==> src/rtl/jc_pkg.sv <==
package jc_pkg;
  localparam int unsigned JC_DEF_STAGES = 4;

  typedef enum logic {GATE_XNOR = 1'b0, GATE_XOR = 1'b1} gate_kind_e;

  // stage 0 closes the twist, so it compares against the last stage
  function automatic gate_kind_e kind_of(input int unsigned idx);
    return (idx == 0) ? GATE_XNOR : GATE_XOR;
  endfunction
endpackage

==> src/rtl/jc_tff_stage.sv <==
module jc_tff_stage (
  input  logic clk_i,
  input  logic rst_ni,
  input  logic clr_i,
  input  logic tgl_en_i,
  output logic q_o
);
  localparam logic T_IN = 1'b1;

  always_ff @(posedge clk_i or negedge rst_ni) begin
    if (!rst_ni)       q_o <= 1'b0;
    else if (clr_i)    q_o <= 1'b0;
    else if (tgl_en_i) q_o <= q_o ^ T_IN;
  end

  assert_hold_R6: assert property (@(posedge clk_i) disable iff (!rst_ni)
    (!clr_i && !tgl_en_i) |=> $stable(q_o));
  assert_flip_R6: assert property (@(posedge clk_i) disable iff (!rst_ni)
    (!clr_i && tgl_en_i) |=> (q_o != $past(q_o)));
endmodule

==> src/rtl/jc_gate.sv <==
module jc_gate #(
  parameter int unsigned NUM_STAGES = jc_pkg::JC_DEF_STAGES
) (
  input  logic [NUM_STAGES-1:0] q_i,
  input  logic                  cnt_en_i,
  input  logic                  clr_i,
  output logic [NUM_STAGES-1:0] en_o
);
  logic run;
  assign run = cnt_en_i & ~clr_i;

  for (genvar i = 0; i < NUM_STAGES; i++) begin : g_term
    if (jc_pkg::kind_of(i) == jc_pkg::GATE_XNOR) begin : g_xnor
      assign en_o[i] = run & ~(q_i[i] ^ q_i[NUM_STAGES-1]);
    end else begin : g_xor
      assign en_o[i] = run & (q_i[i] ^ q_i[i-1]);
    end
  end
endmodule

==> src/rtl/jc_gated_ring.sv <==
module jc_gated_ring #(
  parameter int unsigned NUM_STAGES = jc_pkg::JC_DEF_STAGES
) (
  input  logic                  clk_i,
  input  logic                  rst_ni,
  input  logic                  clr_i,
  input  logic                  cnt_en_i,
  output logic [NUM_STAGES-1:0] state_o,
  output logic [NUM_STAGES-1:0] stage_en_o
);
  localparam int unsigned NB = NUM_STAGES - 1;

  logic [NUM_STAGES-1:0] q;
  logic [NUM_STAGES-1:0] en;
  logic [NB-1:0]         bnd;

  jc_gate #(.NUM_STAGES(NUM_STAGES)) u_gate (
    .q_i(q), .cnt_en_i(cnt_en_i), .clr_i(clr_i), .en_o(en)
  );

  for (genvar i = 0; i < NUM_STAGES; i++) begin : g_stg
    jc_tff_stage u_stg (
      .clk_i(clk_i), .rst_ni(rst_ni), .clr_i(clr_i),
      .tgl_en_i(en[i]), .q_o(q[i])
    );
  end

  for (genvar i = 1; i < NUM_STAGES; i++) begin : g_bnd
    assign bnd[i-1] = q[i] ^ q[i-1];
  end

  assign state_o    = q;
  assign stage_en_o = en;

  assert_one_en_R3: assert property (@(posedge clk_i) disable iff (!rst_ni)
    (cnt_en_i && !clr_i) |-> ($countones(stage_en_o) == 1));
  assert_one_bit_R3: assert property (@(posedge clk_i) disable iff (!rst_ni)
    (cnt_en_i && !clr_i) |=> ($countones(state_o ^ $past(state_o)) == 1));
  assert_idle_hold_R7: assert property (@(posedge clk_i) disable iff (!rst_ni)
    (!cnt_en_i && !clr_i) |=> $stable(state_o));
  assert_clr_R8: assert property (@(posedge clk_i) disable iff (!rst_ni)
    clr_i |=> (state_o == '0));
  assert_legal_R9: assert property (@(posedge clk_i) disable iff (!rst_ni)
    ($countones(bnd) <= 1));
endmodule

==> config.mk <==
export PLATFORM = sky130hd
export DESIGN_NAME = jc_gated_ring
export DESIGN_NICKNAME = d
export VERILOG_FILES = /design/src/rtl/jc_pkg.sv /design/src/rtl/jc_tff_stage.sv /design/src/rtl/jc_gate.sv /design/src/rtl/jc_gated_ring.sv
export SDC_FILE = /design/constraint.sdc
export NUM_CORES = 1
export LEC_CHECK = 0
export BUFFER_PORTS_ARGS = -buffer_cell sky130_fd_sc_hd__buf_4
export CAP_MARGIN = 10
export CORE_AREA = 2 2 39 41
export CTS_BUF_LIST = sky130_fd_sc_hd__clkbuf_16
export DETAILED_ROUTE_END_ITERATION = 8
export DIE_AREA = 0 0 41 43
export MAX_ROUTING_LAYER = met4
export PLACE_DENSITY = 0.5
export REMOVE_ABC_BUFFERS = 1
export SLEW_MARGIN = 20
export SYNTH_ARGS = -nofsm -noshare
export SYNTH_HDL_FRONTEND = slang
export SYNTH_SLANG_ARGS = --single-unit
==> constraint.sdc <==
create_clock -name clk_i -period 2.3 [get_ports clk_i]
set_input_delay 0.46 -clock clk_i [delete_from_list [all_inputs] [get_ports clk_i]]
set_output_delay 0.46 -clock clk_i [all_outputs]
set_load 0.05 [all_outputs]
==> impl_results.md, run 1 <==
- Slew Limit Fails: 0
- Global-route wire length before repair: 634 um
- Final cell count without fillers: 51
- Vias/cell: roughly 3.7
- R2R cell count: 2
- Post-synthesis sequential area ratio: 33.9%
- Slew @ Worst Pin: between 0.2 and 0.25 ns
- CP required: 1.84 ns
- Largest register FFs: 4
- Commonest non-fill, non-tap cell in the layout: buf_4
- Final ANT Viol Nets: 0
- CTS tree: built
- DRC violations left: 0
- Post-Synthesis Cells: 30
- #FFs+latches synth: 4
- Pwr per Cell Area: roughly 1000 nW/um^2
- Slew HR: about 85%
- Biggest register: g_stg.u_stg.q_o
- # diodes: 0
- Largest net degree at the start of global routing: 7
- Routed WL: 503 um
- CTS Root Cell: clkbuf_16
- Worst endpoint data arrival time: around 1.1 ns
- Unrepaired setup endpoints after global routing: no
- Netlist cell types: 10
- IO Pins: 12
- Flop2flop setup slack: 1.51 ns
- Max VDD drop: ~0.47 mV
- Syn Area/Cell: approximately 10 sq um
- TritonCTS Buffers: 3
- Top cells by area, synth: dfrtp_1, buf_4, mux2i_1
- Core area: approximately 1400 sq um
- Post-cts repair resize count: 0
- Syn-to-layout area delta: 36.0%
- Final Hold Viols: 0
- First-pass iteration count of the detailed router: 1
- Post-synth top area share: 33.9%
- Biggest regs: g_stg.u_stg.q_o x4
- Share of the clock period used by the worst path: just under 70%
- Worst-Skew Late Latency: between 0.2 and 0.25 ns
- Total of max-cap violations: 0
- Postcts setup bufs: 0
- Setup TNS Final: 0 ns
- Leak pwr: around 0.20 nW
- Via count: 187
- Initial antenna violation count: 0
- Cts hold-fix bufs: 0
- Fmax: ~0.63 GHz
- Synth warn: 0
- Yosys top cell by area: dfrtp_1
- Initial Util: between 20% and 30%
- # clock sinks: 4
- Synthesized area: 295 sq um
- Share of cells above drive strength 1: between 40% and 50%
- Initial DRC Count: 0
- Vias in the first global route: ~170
- Crit path capture type: primary output
- Rows: 14
- Layout net count: 41
- H-tree levels: 1
- Drt wl/cell: around 9.9 um
- Crit path max fanout: 5
- DIE HEIGHT: between 40 and 50 um
- Endpoints failing setup: 0
- Most frequent cells in the layout: buf_4, nor2_1, dfrtp_1
- Outcome: finished clean
- Worst Skew: 0.00171 ns
- Startpoint types: flop
- DIE WIDTH: 41 um
- Hold Crit Class: in -> async
- Worst R2R Start: g_stg[0].u_stg.q_o
- Inst Count DP: 48
- Worst-path clk slew: approximately 0.03 ns
- Clock buffer depth: 2
- Critical path class: reg -> out
- Port-buffer cells: 11
- Tmin final: roughly 1.6 ns
- RR Endpoint: g_stg[0].u_stg.q_o
- Die ar.: 1760 sq um
- Gpl congestion: between 0.6 and 0.7
- Total GRT Usage: 6.31%
- Gr ovfl total: 0
power by group:
part,switching [mW],internal [mW],total (mW)
logic,0.0303,0.0184,0.0487
registers,0.00486,0.0736,0.0785
clock network,0.0478,0.222,0.270
layout make-up:
cell class              count  area [sq um]
repair buffers             11          82.6
fillers                   141           982
multi-input cells          17           124
well taps                  16          20.0
flip-flops and latches      4           100
clock buffers               3          75.1
through the flow:
| step | hold slack, ns | area, sq um | power, mW | util, % | setup WS, ns |
|---|---|---|---|---|---|
| detailed placement | 0.257 | 327 | 0.129 | 23.6 | 0.791 |
| global route | 0.0264 | 402 | 0.406 | 29.0 | 0.662 |
| finish | 0.0223 | 402 | 0.397 | 29.0 | 0.700 |
| CTS | 0.0239 | 402 | 0.400 | 29.0 | 0.689 |
| global placement | 0.257 | 327 | 0.129 | 23.6 | 0.790 |
| floorplan | 0.164 | 224 | 0.110 | - | 0.331 |
cells by family after synthesis:
family | count (synthesis) | share of synthesized area, %
AO/OA/AOI/OAI | 1 | 4.24
XOR/XNOR | 4 | 11.9
buffers and inverters | 9 | 24.2
flip-flops | 4 | 33.9
multiplexers | 3 | 10.2
AND/OR/NAND/NOR | 9 | 15.7
worst max path at each step:
| stage | start | to | cells past startpoint |
|---|---|---|---|
| finish | g_stg[0].u_stg.q_o | stage_en_o[0] | 3 |
| global route | g_stg[0].u_stg.q_o | stage_en_o[0] | 3 |
| CTS | g_stg[0].u_stg.q_o | stage_en_o[0] | 3 |
| detailed placement | clr_i | stage_en_o[0] | 4 |
| global placement | clr_i | stage_en_o[0] | 4 |
| floorplan | g_stg[0].u_stg.q_o | stage_en_o[0] | 2 |
synth_stat cells:
| cell | number |
|---|---|
| dfrtp_1 | 4 |
| nor2_1 | 7 |
| mux2i_1 | 3 |
| nor2_2 | 1 |
| buf_4 | 8 |
| nand2b_4 | 1 |
| buf_6 | 1 |
| xnor2_1 | 3 |
| xor2_1 | 1 |
| a211oi_2 | 1 |
metal layers:
| metal | routed length [um] | part of all wire [%] | global-route usage, % | vias to the layer above |
|---|---|---|---|---|
| met5 | 0 | 0 | - | - |
| met4 | 20 | 4.0 | 8.00 | 0 |
| met3 | 55 | 11 | 3.66 | 2 |
| met2 | 180 | 36 | 6.88 | 14 |
| met1 | 247 | 49 | 6.56 | 74 |
| li1 | - | - | - | 97 |
critical path, stage by stage, from the launching register on:
cell and delay, ns:
dfrtp_1 0.43, xor2_1 0.18, nor2_1 0.10, buf_4 0.20
(Power assumes the default switching activity.)
==> run 2: changes to the inputs <==
clock period = 1.5 ns   (was 2.3 ns; I/O delays follow)
==> impl_results.md, run 2 (synthesis gave the netlist of run 1 again) <==
- Outcome: finished clean
- Core area: 1380 sq um
- Crit path capture type: primary output
- FF+latch area: ~100 sq um
- Global-route wire length before repair: 683 um
- # clock sinks: 4
- Crit path max fanout: 5
- Gr ovfl total: 0
- IO Pins: 12
- Sequential share of power: just under 20%
- H-tree levels: 1
- Clock buffer depth: 2
- # diodes: 0
- CTS Root Cell: clkbuf_16
- Initial Util: between 20% and 30%
- DP HPWL: roughly 390 um
- Initial DRC Count: 0
- Rows: 14
- Worst Skew: around 0.00097 ns
- Endpoints failing setup: 0
- Startpoint types: flop
- Hold Crit Class: in -> reg
- Critical path class: reg -> out
- Total of max-cap violations: 0
- Unrepaired setup endpoints after global routing: no
- Worst-Skew Late Latency: roughly 0.22 ns
- Design Area, Final: between 400 and 500 sq um
- Net Sw Power: 0.128 mW
- Max incr delay on CP: roughly 0.43 ns
- Clock power share: just under 70%
- Switching share of power: around a fifth
- Largest register FFs: 4
- CTS tree: built
- Port-buffer cells: 11
- Critical path's top delay family: flip-flops
- Biggest regs: g_stg.u_stg.q_o x4
- Share of cells above drive strength 1: 47.2%
- Pint: between 0.4 and 0.5 mW
- Final Hold Viols: 0
- DRC violations left: 0
- Pwr per Cell Area: between 1000 and 1500 nW/um^2
- Routed WL: 509 um
- CP bufs+invs: 1
- Total GRT Usage: roughly 6.6%
- Layout fillers: about 150
- Slew @ Worst Pin: about 0.22 ns
- Routing usage on met3: between 3 and 4%
- Worst-path clk slew: 0.03 ns
- Final ANT Viol Nets: 0
- CP required: approximately 1.2 ns
- Post-Place Cell Area: around 330 sq um
- Fmax: 0.693 GHz
- Share of the clock period used by the worst path: 96.3%
- Drt wl/cell: roughly 9.8 um
- Initial antenna violation count: 0
- TritonCTS Buffers: 3
- Tmin final: roughly 1.4 ns
- Comb pwr share: around 13%
- Slowest-stage cell, CP: dfrtp_1
- Power Total: 0.611 mW
- Commonest non-fill, non-tap cell in the layout: buf_4
- Most frequent cells in the layout: buf_4, nor2_1, dfrtp_1
- Biggest register: g_stg.u_stg.q_o
- Slew Limit Fails: 0
- Critical Path, Cell by Cell: xor2_1 > nor2_1 > buf_4
- Die ar.: about 1800 sq um
- Layout net count: 42
- DIE WIDTH: a little over 40 um
- Met1 track demand over resource: around 7.2%
- Vias in the first global route: 179
- Worst endpoint data arrival time: 1.14 ns
- Post-layout util: roughly 30%
- Most Crowded Layer GR: met4
- Gpl congestion: between 0.6 and 0.7
- Max VDD drop: around 0.6 mV
- M2 GR Usage: 7.19%
- First-pass iteration count of the detailed router: 1
- Largest net degree at the start of global routing: 7
- Slew HR: 85.1%
- DIE HEIGHT: 43 um
- Via count: 203
- Leak pwr: about 0.2 nW
- Multi-input logic area: 124 sq um
- Syn-to-layout area delta: 39.4%
- Vias/cell: 3.90
==> run 2: metal layers <==
| layer | vias to the layer above | wire (um) |
|---|---|---|
| met5 | - | 0 |
| li1 | 101 | - |
| met2 | 14 | 172 |
| met4 | 0 | 20 |
| met1 | 86 | 230 |
| met3 | 2 | 85 |
==> run 2: worst paths after layout <==
check,from,to,slack [ns],depth (start not counted)
min,clr_i,g_stg[0].u_stg.q_o,0.26,2
min in group asynchronous,rst_ni,g_stg[3].u_stg.q_o,0.40,2
max,g_stg[0].u_stg.q_o,stage_en_o[0],0.06,3
max reg2reg,g_stg[2].u_stg.q_o,g_stg[3].u_stg.q_o,0.72,2
min reg2reg,g_stg[3].u_stg.q_o,g_stg[0].u_stg.q_o,0.57,1
max in group asynchronous,rst_ni,g_stg[1].u_stg.q_o,1.00,2
==> run 2: layout make-up <==
class	count	area share [%]
Multi-Input combinational cell	17	30.1
Tap cell	16	4.86
Sequential cell	4	24.3
Clock buffer	3	18.2
Timing Repair Buffer	12	22.5
==> run 2: timing repair <==
action	in CTS	in global routing
resized for setup	0	0
endpoints found under the hold margin	4	0
buffers inserted	0	0
hold buffers	1	0
==> run 2: stage by stage <==
step / std cells / hold slack [ns] / setup WS [ns] / TNS (ns)
5_1_grt: 52 / 0.272 / 0.0111 / 0
6_report: 52 / 0.265 / 0.0560 / 0
4_1_cts: 52 / 0.264 / 0.0470 / 0
2_1_floorplan: 21 / 0.00441 / -0.309 / -1.13
3_3_place_gp: 48 / 0.0988 / 0.305 / 0
3_5_place_dp: 48 / 0.0981 / 0.285 / 0
==> run 2: power by group through the flow <==
| stage | registers, mW | clock network [mW] | logic, mW |
|---|---|---|---|
| floorplan | 0.135 | 0 | 0.0328 |
| global placement | 0.121 | 0 | 0.0769 |
| detailed placement | 0.121 | 0 | 0.0761 |
| CTS | 0.120 | 0.420 | 0.0781 |
| global route | 0.121 | 0.427 | 0.0820 |
| finish | 0.120 | 0.414 | 0.0772 |
